<file path="src/rtl/mc16_pkg.sv">
package mc16_pkg;
  localparam int REG_COUNT = 8;
  localparam int REG_AW = $clog2(REG_COUNT);

  localparam logic [3:0] OPC_ADD = 4'b0001;
  localparam logic [3:0] OPC_AND = 4'b0101;
  localparam logic [3:0] OPC_NOT = 4'b1001;
  localparam logic [3:0] OPC_LDR = 4'b0110;
  localparam logic [3:0] OPC_JMP = 4'b1100;

  typedef enum logic [1:0] {
    ST_FETCH,
    ST_LOADIR,
    ST_EXEC,
    ST_MEMWB
  } coreState_t;

  typedef enum logic [1:0] {
    ALU_ADD,
    ALU_AND,
    ALU_NOT,
    ALU_PASS
  } aluOp_t;

  typedef struct packed {
    logic irLoad;
    logic pcInc;
    logic pcJump;
    logic regWrite;
    logic wbFromMem;
    logic ccLoad;
    logic dataAddr;
    logic memRd;
  } ctlStrobes_t;
endpackage

</file>
<file path="src/rtl/mc16_alu.sv">
module mc16_alu
  import mc16_pkg::*;
#(
  parameter int XLEN = 16
) (
  input  aluOp_t            op,
  input  logic [XLEN-1:0]   opA,
  input  logic [XLEN-1:0]   opB,
  output logic [XLEN-1:0]   result
);
  always_comb begin
    unique case (op)
      ALU_ADD: result = opA + opB;
      ALU_AND: result = opA & opB;
      ALU_NOT: result = ~opA;
      default: result = opA;
    endcase
  end
endmodule

</file>
<file path="src/rtl/mc16_ctrl.sv">
module mc16_ctrl
  import mc16_pkg::*;
(
  input  logic        clk,
  input  logic        rst,
  input  logic [3:0]  opcode,
  output ctlStrobes_t ctl
);
  coreState_t state, stateNext;

  always_ff @(posedge clk) begin
    if (rst) state <= ST_FETCH;
    else     state <= stateNext;
  end

  always_comb begin
    ctl = '0;
    stateNext = ST_FETCH;
    unique case (state)
      ST_FETCH: begin
        ctl.memRd = 1'b1;
        ctl.pcInc = 1'b1;
        stateNext = ST_LOADIR;
      end
      ST_LOADIR: begin
        ctl.irLoad = 1'b1;
        stateNext = ST_EXEC;
      end
      ST_EXEC: begin
        unique case (opcode)
          OPC_ADD, OPC_AND, OPC_NOT: begin
            ctl.regWrite = 1'b1;
            ctl.ccLoad = 1'b1;
          end
          OPC_LDR: begin
            ctl.dataAddr = 1'b1;
            ctl.memRd = 1'b1;
            stateNext = ST_MEMWB;
          end
          OPC_JMP: ctl.pcJump = 1'b1;
          default: ;
        endcase
      end
      ST_MEMWB: begin
        ctl.regWrite = 1'b1;
        ctl.wbFromMem = 1'b1;
        ctl.ccLoad = 1'b1;
      end
      default: ;
    endcase
  end
endmodule

</file>
<file path="src/rtl/mc16_dpath.sv">
module mc16_dpath
  import mc16_pkg::*;
#(
  parameter int XLEN = 16,
  parameter logic [XLEN-1:0] RESET_PC = 16'h3000
) (
  input  logic              clk,
  input  logic              rst,
  input  ctlStrobes_t       ctl,
  input  logic [XLEN-1:0]   memRdata,
  output logic [3:0]        opcode,
  output logic [XLEN-1:0]   memAddr,
  output logic [XLEN-1:0]   dbgPc,
  output logic [2:0]        dbgCc
);
  logic [XLEN-1:0] pcReg, irReg;
  logic [2:0] ccReg;
  logic [XLEN-1:0] gpr [REG_COUNT];

  logic [REG_AW-1:0] dstIdx, srcAIdx, srcBIdx;
  logic [XLEN-1:0] srcA, srcB, immExt, offExt, ldAddr, aluOut, wbVal;
  aluOp_t aluOp;

  assign opcode  = irReg[15:12];
  assign dstIdx  = irReg[11:9];
  assign srcAIdx = irReg[8:6];
  assign srcBIdx = irReg[2:0];
  assign immExt  = {{(XLEN-5){irReg[4]}}, irReg[4:0]};
  assign offExt  = {{(XLEN-6){irReg[5]}}, irReg[5:0]};

  assign srcA   = gpr[srcAIdx];
  assign srcB   = irReg[5] ? immExt : gpr[srcBIdx];
  assign ldAddr = srcA + offExt;

  always_comb begin
    unique case (opcode)
      OPC_ADD: aluOp = ALU_ADD;
      OPC_AND: aluOp = ALU_AND;
      OPC_NOT: aluOp = ALU_NOT;
      default: aluOp = ALU_PASS;
    endcase
  end

  mc16_alu #(.XLEN(XLEN)) alu_i (
    .op(aluOp), .opA(srcA), .opB(srcB), .result(aluOut)
  );

  assign wbVal = ctl.wbFromMem ? memRdata : aluOut;

  generate
    for (genvar g = 0; g < REG_COUNT; g++) begin : g_gpr
      always_ff @(posedge clk) begin
        if (rst) gpr[g] <= '0;
        else if (ctl.regWrite && dstIdx == REG_AW'(g)) gpr[g] <= wbVal;
      end
    end
  endgenerate

  always_ff @(posedge clk) begin
    if (rst) begin
      pcReg <= RESET_PC;
      irReg <= '0;
      ccReg <= 3'b010;
    end else begin
      if (ctl.pcJump)      pcReg <= srcA;
      else if (ctl.pcInc)  pcReg <= pcReg + 1'b1;
      if (ctl.irLoad)      irReg <= memRdata;
      if (ctl.ccLoad) begin
        if (wbVal[XLEN-1])     ccReg <= 3'b100;
        else if (wbVal == '0)  ccReg <= 3'b010;
        else                   ccReg <= 3'b001;
      end
    end
  end

  assign memAddr = ctl.dataAddr ? ldAddr : pcReg;
  assign dbgPc = pcReg;
  assign dbgCc = ccReg;
endmodule

</file>
<file path="src/rtl/mc16_core.sv">
module mc16_core
  import mc16_pkg::*;
#(
  parameter int XLEN = 16,
  parameter logic [XLEN-1:0] RESET_PC = 16'h3000
) (
  input  logic            clk,
  input  logic            rst,
  output logic [XLEN-1:0] memAddr,
  output logic [XLEN-1:0] memWdata,
  output logic            memRd,
  output logic            memWr,
  input  logic [XLEN-1:0] memRdata,
  output logic [XLEN-1:0] dbgPc,
  output logic [2:0]      dbgCc
);
  ctlStrobes_t ctl;
  logic [3:0] opcode;

  mc16_ctrl ctrl_i (
    .clk(clk), .rst(rst), .opcode(opcode), .ctl(ctl)
  );

  mc16_dpath #(.XLEN(XLEN), .RESET_PC(RESET_PC)) dpath_i (
    .clk(clk), .rst(rst), .ctl(ctl), .memRdata(memRdata),
    .opcode(opcode), .memAddr(memAddr), .dbgPc(dbgPc), .dbgCc(dbgCc)
  );

  assign memRd = ctl.memRd;
  assign memWr = 1'b0;
  assign memWdata = '0;
endmodule

</file>
<file path="config.mk">
export PLATFORM = sky130hd
export DESIGN_NAME = mc16_core
export DESIGN_NICKNAME = d
export VERILOG_FILES = /design/src/rtl/mc16_pkg.sv /design/src/rtl/mc16_alu.sv /design/src/rtl/mc16_ctrl.sv /design/src/rtl/mc16_dpath.sv /design/src/rtl/mc16_core.sv
export SDC_FILE = /design/constraint.sdc
export NUM_CORES = 1
export LEC_CHECK = 0
export ABC_AREA = 1
export BUFFER_PORTS_ARGS = -buffer_cell sky130_fd_sc_hd__buf_4
export CELL_PAD_IN_SITES_DETAIL_PLACEMENT = 0
export CELL_PAD_IN_SITES_GLOBAL_PLACEMENT = 1
export CORE_UTILIZATION = 35
export DETAILED_ROUTE_END_ITERATION = 6
export PLACE_DENSITY = 0.62
export SLEW_MARGIN = 20
export SYNTH_ARGS = -nofsm -noshare
export SYNTH_HDL_FRONTEND = slang
export SYNTH_HIERARCHICAL = 1
export SYNTH_SLANG_ARGS = --single-unit
</file>
<file path="constraint.sdc">
create_clock -name clk -period 5 [get_ports clk]
set_input_delay 1.25 -clock clk [delete_from_list [all_inputs] [get_ports clk]]
set_output_delay 1.25 -clock clk [all_outputs]
set_load 0.05 [all_outputs]
</file>
==> results.py, run 1 <==
metrics = {
    "clocking": {
        "tritoncts_clock_tree": "built",
        "h-tree-depth": 4,
        "tritoncts.num_buffers": 17,
        "hold_fix_buffer_count_after_cts": 0,
        "ctsLongestPathBuffers": 2,
        "ctsRootBufferMaster": "clkbuf_16",
        "clock-sinks": 171,
        "cts.clk_slew.worst_paths_ns": 0.07,
        "worstSkewPairLatency_ns": 0.45,
    },
    "hold_path": {
        "worst_hold_path_type": "flop to flop",
    },
    "worst_setup_path": {
        "critical-path-max-stage-delay_ns": 0.44,
        "crit_type": "flop to output pin",
        "critical_path.endpoint_type": "output pin",
        "critPathSlowestCell": "dfxtp_4",
        "setup.worst_path.start_class": "flop",
        "arrival_ns": 3.43,
        "path_common_cell": "nand2_1",
        "worst_ep_required_time_ns": 3.75,
        "critPathMaxFanout": 36,
        "timing.critical_path.cells": "buf_12 -> a21oi_1 -> o21ai_0 -> nand2_1 -> o21a_1 -> ha_1 -> inv_1 -> fa_1 -> inv_1 -> nand3_1 -> nand2_1 -> nand2_1 -> nand2_1 -> nand3_1 -> nand3_1 -> nand3_1 -> nand2_1 -> buf_4",
    },
    "detailed_routing": {
        "detail-route-antenna-nets": 0,
        "detail_route.first_pass.iterations": 5,
        "vias_per_cell": 5.262,
        "drt_iter0_markers": 951,
        "postRouteWirelength_um": 42780,
        "drc": 0,
        "avg_wl_per_cell_um": 20.56,
        "via_count": 10950,
    },
    "place": {
        "globalplace.congestion": 0.9087,
        "post-dp-hpwl_um": 30400,
        "pre_cts_ws_ns": 0.6832,
        "dpl.cell_count": 2046,
        "placement.io_buffers": 53,
    },
    "finish": {
        "num-nets-final": 1678,
        "layout_common_cells": "nand2_1 (319), nor2_1 (211), inv_1 (184), o21ai_0 (151), edfxtp_1 (128)",
        "area_delta_synth_final_pct": 11.99,
        "final_cell_count_no_fill": 2081,
        "layout.cells.most_common": "nand2_1",
        "utilization": 0.4010,
        "diodes": 0,
        "final_layout_size_suffix_gt1_frac": 0.1123,
    },
    "global_routing": {
        "overflow": 0,
        "grt_first_pass_wirelength_um": 63230,
        "grt_start_max_net_pins": 47,
        "number_of_antenna_violations_at_the_first_check_in_global_routing": 0,
        "gr-usage-all-layers": 0.2559,
        "vias_in_the_first_global_route": 10130,
    },
    "die": {
        "core-area_um2": 32700,
        "boundaryPins": 71,
        "placement_rows": 66,
        "die_width_um": 184.9,
        "start_util": 0.3581,
        "dieHeight_um": 184.9,
        "floorplan.die_area_um2": 34190,
    },
    "power": {
        "power_frac_comb": 0.371,
        "power.clock.fraction": 0.281,
        "worst_ir_drop_vdd_uv": 267.4,
        "sequentialPowerShare": 0.348,
        "swShare": 0.3943,
        "netSwitchingPower_mw": 1.881,
        "power_report.internal_total_mw": 2.890,
        "total_leakage_power_nw": 5.615,
        "power_density_nw_per_um2": 363.8,
    },
    "logic_synthesis": {
        "synth_enable_flop_cells": 128,
        "ys_dominant_reg_cell": "edfxtp_1",
        "netlist_instances": 1593,
        "synth.lib_cells_used.distinct": 48,
        "ys_warn_count": 6,
        "ys_async_sr_fraction": 0,
        "postSynthRegisterBits": 171,
        "synth.avg_cell_area_um2": 7.351,
        "ys_seq_area_frac": 0.4018,
        "post_syn_area_um2": 11710,
    },
    "sta": {
        "finalSetupViolCount": 0,
        "maxSlewViolCount": 0,
        "maxClockFrequency_mhz": 213.6,
        "fin_tns_setup_ns": 0,
        "timing.final.crit_share": 0.9362,
        "setup_ws_ns": 0.3189,
        "timing.hold.ws_ns": 0.5001,
        "post-route-min-period_ns": 4.681,
        "finalHoldViolations": 0,
        "skew_ns": 0.01072,
        "rsz_0062_raised_after_global_routing": "false",
        "slew_headroom": 0.2126,
        "tightest_slew_ns": 1.178,
    },
    "run": {
        "maxCapViolations": 0,
    },
    "run_status": {
        "outcome": "complete, no violations",
    },
}
state kept, by name (all words and copies together) (netlist names), named ones only:
| register | cells |
|---|---|
| dpath_i/gpr | 128 |
| dpath_i/dbgPc | 16 |
| dpath_i/irReg | 16 |
| dpath_i/dbgCc | 3 |
| ctrl_i/state | 2 |
worst max-delay path: cells and delay by family (launching register included):
kind	cells	cell delay, ns
simple gates	9	0.90
compound gates	3	0.48
flops	1	0.44
buf+inv	4	0.57
fa+ha+maj	2	0.58
cell type report:
class / count / area [µm²]
sequential: 171 / 4717
fill: 3457 / 19590
multi-input combinational: 1142 / 5779
tap: 442 / 553.0
clock inverter: 6 / 60.06
inverter: 202 / 764.5
clock buffer: 26 / 520.5
timing repair buffer: 92 / 719.4
kinds of logic after synthesis:
kind of cell               count (synthesis)  share of synthesized area
other                                      1                  0.0003202
xor gates and xnor gates                   5                   0.003740
buffers and inverters                    296                     0.1107
AOI/OAI and AO/OA                        374                     0.1870
and+or+nand+nor                          712                     0.2589
DFF                                      171                     0.4018
adders and majority gates                 34                    0.03761
layer usage:
layer	vias to the layer above	track usage	share of wire	wire length (µm)
met1	5211	0.3375	0.45	19060
met4	0	0.07140	0.019	792
met5	-	0	0	0
met2	347	0.4374	0.48	20720
met3	40	0.03244	0.052	2213
li1	5352	-	-	-
power groups by stage:
stage                     registers, mW  logic, mW  clock network (mW)
after global routing               1.67       1.94                1.42
after CTS                          1.66       1.75                1.37
after global placement             1.69       1.74                   0
after detailed placement           1.69       1.74                   0
after floorplan                    1.67       1.17                   0
final                              1.66       1.77                1.34
cell usage after synthesis (6+ instances only):
cell      instances  area share
inv_1           185       0.059
o211ai_1         49       0.031
nand2_1         319        0.10
edfxtp_1        128        0.33
o21ai_2          14       0.010
o21a_1           11      0.0071
nor3_1           12      0.0051
nand3_2           9      0.0077
clkbuf_1         29      0.0093
nand3_1         113       0.048
buf_2            29       0.012
dfxtp_1          43       0.074
a21oi_1         119       0.051
nand2_2           6      0.0032
and2_1            6      0.0032
o21ai_0         152       0.065
nand4_1          11      0.0059
inv_2            12      0.0038
nor2_1          211       0.068
nand3b_1         10      0.0064
ha_1             32       0.034
o22ai_1           7      0.0037
buf_4            29       0.019
per-stage QoR:
stage	cell area (µm²)	power [mW]
floorplan	11770	2.847
global placement	12500	3.429
detailed placement	12500	3.430
CTS	13080	4.778
global route	13110	5.027
finish	13110	4.771
path summary, 6_finish.rpt:
kind / start / endpoint / slack (ns) / cells past startpoint
hold reg to reg: dpath_i/dbgCc[0] / dpath_i/dbgCc[0] / 0.50 / 2
setup reg to reg: flop / dpath_i/dbgCc[0] / 0.77 / 22
hold / removal: dpath_i/dbgCc[0] / dpath_i/dbgCc[0] / 0.50 / 2
setup / recovery: flop / memAddr[14] / 0.32 / 18
what timing repair did:
action,CTS,global route
endpoints found under the setup margin,0,8
resized for setup,0,3
buffers inserted,0,3
Power figures use the tool's default switching activity.
==> run 2, diff against run 1 <==
--- a/config.mk
+++ b/config.mk
@@ -9,9 +9,9 @@
 export BUFFER_PORTS_ARGS = -buffer_cell sky130_fd_sc_hd__buf_4
 export CELL_PAD_IN_SITES_DETAIL_PLACEMENT = 0
 export CELL_PAD_IN_SITES_GLOBAL_PLACEMENT = 1
-export CORE_UTILIZATION = 35
+export CORE_UTILIZATION = 49
 export DETAILED_ROUTE_END_ITERATION = 6
-export PLACE_DENSITY = 0.62
+export PLACE_DENSITY = 0.83
 export SLEW_MARGIN = 20
 export SYNTH_ARGS = -nofsm -noshare
 export SYNTH_HDL_FRONTEND = slang
==> run 2 against run 1 <==
  * First-iteration DRC count grew 19%
  * Sequential power about the same
  * Critical path type unchanged
  * Combinational power about the same
  * Non-clock buffer count is 8 lower
  * Highest routed layer unchanged
  * Critical endpoint is now memAddr[6]
  * Total power about the same
==> results.py, run 2 (synthesis gave the netlist of run 1 again) <==
metrics = {
    "worst_setup_path": {
        "worst_path_dominant_cell_family": "compound AO/OA/AOI/OAI gates",
        "critPathMaxFanout": 31,
        "timing.critical_path.cells": "buf_6 -> a21oi_1 -> o21ai_0 -> o21ai_0 -> nand2_1 -> o21a_1 -> inv_1 -> ha_1 -> a21oi_1 -> nand2_1 -> nand2_1 -> nand2_1 -> xnor2_1 -> o21ai_0 -> buf_4",
        "crit_type": "flop to output pin",
        "cp.buffers_inverters": 3,
        "worst_ep_required_time_ns": 3.75,
        "path_common_cell": "nand2_1",
        "arrival_ns": 3.47,
        "worstRegToRegCells": 22,
        "regToRegSetupSlack_ns": 0.73,
        "critPathSlowestCell": "dfxtp_2",
        "r2r-end": "dpath_i/dbgCc[0]",
        "critical_path.endpoint_type": "output pin",
        "critical-path-max-stage-delay_ns": 0.50,
        "setup.worst_path.start_class": "flop",
    },
    "sta": {
        "finalHoldViolations": 0,
        "tightest_slew_ns": 1.104,
        "rsz_0062_raised_after_global_routing": "false",
        "fin_tns_setup_ns": 0,
        "maxClockFrequency_mhz": 211.9,
        "finalSetupViolCount": 0,
        "skew_ns": 0.01357,
        "slew_headroom": 0.2617,
        "timing.final.crit_share": 0.9440,
        "maxSlewViolCount": 0,
        "post-route-min-period_ns": 4.720,
        "setup_ws_ns": 0.2798,
    },
    "run_status": {
        "outcome": "complete, no violations",
    },
    "finish": {
        "area_delta_synth_final_pct": 10.41,
        "layout_common_cells": "nand2_1 (319), nor2_1 (211), inv_1 (185), o21ai_0 (151), edfxtp_1 (128)",
        "num-nets-final": 1670,
        "top_register": "dpath_i/gpr",
        "layout.cells.most_common": "nand2_1",
        "n_fill_cell": 2290,
        "final_layout_size_suffix_gt1_frac": 0.1091,
        "largest_reg_flops": 128,
    },
    "place": {
        "pre_cts_ws_ns": 0.5045,
        "post-dp-hpwl_um": 27770,
        "globalplace.congestion": 0.9226,
        "placement.io_buffers": 53,
    },
    "power": {
        "total_leakage_power_nw": 5.597,
        "power_density_nw_per_um2": 368.8,
        "worst_ir_drop_vdd_uv": 224.0,
    },
    "clocking": {
        "hold_fix_buffer_count_after_cts": 0,
        "h-tree-depth": 4,
        "ctsLongestPathBuffers": 2,
        "tritoncts_clock_tree": "built",
        "tritoncts.num_buffers": 17,
        "clock-sinks": 171,
        "worstSkewPairLatency_ns": 0.43,
        "ctsRootBufferMaster": "clkbuf_16",
        "cts.clk_slew.worst_paths_ns": 0.07,
    },
    "hold_path": {
        "worstHoldPathCells": 2,
        "worst_hold_path_type": "flop to flop",
        "min-delay-start": "dpath_i/dbgCc[0]",
        "hold_end": "dpath_i/dbgCc[0]",
    },
    "die": {
        "core-area_um2": 23470,
        "start_util": 0.4989,
        "boundaryPins": 71,
        "dieHeight_um": 156.6,
        "placement_rows": 56,
        "die_width_um": 156.6,
        "floorplan.die_area_um2": 24520,
    },
    "detailed_routing": {
        "drt_iter0_markers": 1127,
        "detail-route-antenna-nets": 0,
        "detail_route.first_pass.iterations": 5,
        "vias_per_cell": 5.642,
        "postRouteWirelength_um": 38820,
        "drc": 0,
        "via_count": 11010,
        "avg_wl_per_cell_um": 19.89,
    },
    "global_routing": {
        "vias_in_the_first_global_route": 10110,
        "grt_start_max_net_pins": 112,
        "gr-usage-all-layers": 0.3286,
        "overflow": 0,
        "number_of_antenna_violations_at_the_first_check_in_global_routing": 2,
        "grt_first_pass_wirelength_um": 59010,
    },
    "run": {
        "maxCapViolations": 0,
    },
}
[run 2: changes by cell type in the layout (fill, tap and decap cells not counted), sizes merged]
| cell | previous run | this run |
|---|---|---|
| clkbuf | 26 | 17 |
| buf | 92 | 84 |
| diode | 0 | 2 |
| clkinvlp | 3 | 1 |
| inv | 197 | 206 |
| bufinv | 1 | 2 |
| clkinv | 7 | 8 |
[run 2: layout make-up]
| type | instances | area (µm²) | area share |
|---|---|---|---|
| multi-input cells | 1142 | 5776 | 0.4467 |
| flip-flops and latches | 171 | 4712 | 0.3645 |
| inverters | 202 | 760.7 | 0.05884 |
| repair buffers | 84 | 671.9 | 0.05197 |
| clock buffers | 17 | 425.4 | 0.03290 |
| well taps | 319 | 399.1 | 0.03087 |
| clock inverters | 15 | 178.9 | 0.01384 |
| diodes | 2 | 5.005 | 0.0003871 |
[run 2: stage by stage]
| step | cells | power [mW] | hold slack (ns) | instance area, µm² | utilization |
|---|---|---|---|---|---|
| final | 1952 | 4.768 | 0.4732 | 12930 | 0.5508 |
| after global routing | 1950 | 5.014 | 0.5138 | 12920 | 0.5506 |
| after floorplan | 1609 | 2.847 | 0.4439 | 11770 | - |
| after detailed placement | 1918 | 3.394 | 0.4650 | 12310 | 0.5246 |
| after CTS | 1950 | 4.753 | 0.4750 | 12920 | 0.5503 |
| after global placement | 1918 | 3.387 | 0.4542 | 12310 | 0.5246 |
[run 2: metal layers]
layer / share of wire / track usage / up-vias
li1: - / - / 5339
met1: 0.42 / 0.4242 / 5193
met2: 0.47 / 0.5457 / 421
met3: 0.079 / 0.05954 / 61
met4: 0.033 / 0.1275 / 0
met5: 0 / 0 / -
[run 2: how the worst max path moves through the flow]
| stage | start | slack [ns] | to | cells past startpoint |
|---|---|---|---|---|
| after global routing | flop | 0.01 | memAddr[11] | 17 |
| after detailed placement | flop | 0.50 | memAddr[11] | 17 |
| after CTS | flop | 0.05 | memAddr[11] | 17 |
| final | flop | 0.28 | memAddr[6] | 15 |
| after global placement | flop | 0.53 | memAddr[11] | 17 |
| after floorplan | flop | 0.58 | memAddr[6] | 15 |
[run 2: tightest hold or removal path, stage by stage, from the launching register on]
cell,delay [ns]
dfxtp_1,0.32
nand2_1,0.06
a21oi_1,0.05
[run 2: repair_timing]
action	in CTS	in global routing
resized for setup	0	2
endpoints found under the setup margin	0	11
setup buffers	0	0
[run 2: report_power, final]
group / switching, mW / leakage (nW) / internal, mW
sequential: 0.0610 / 1.68 / 1.59
clock: 0.607 / 0.299 / 0.758
combinational: 1.23 / 3.62 / 0.522
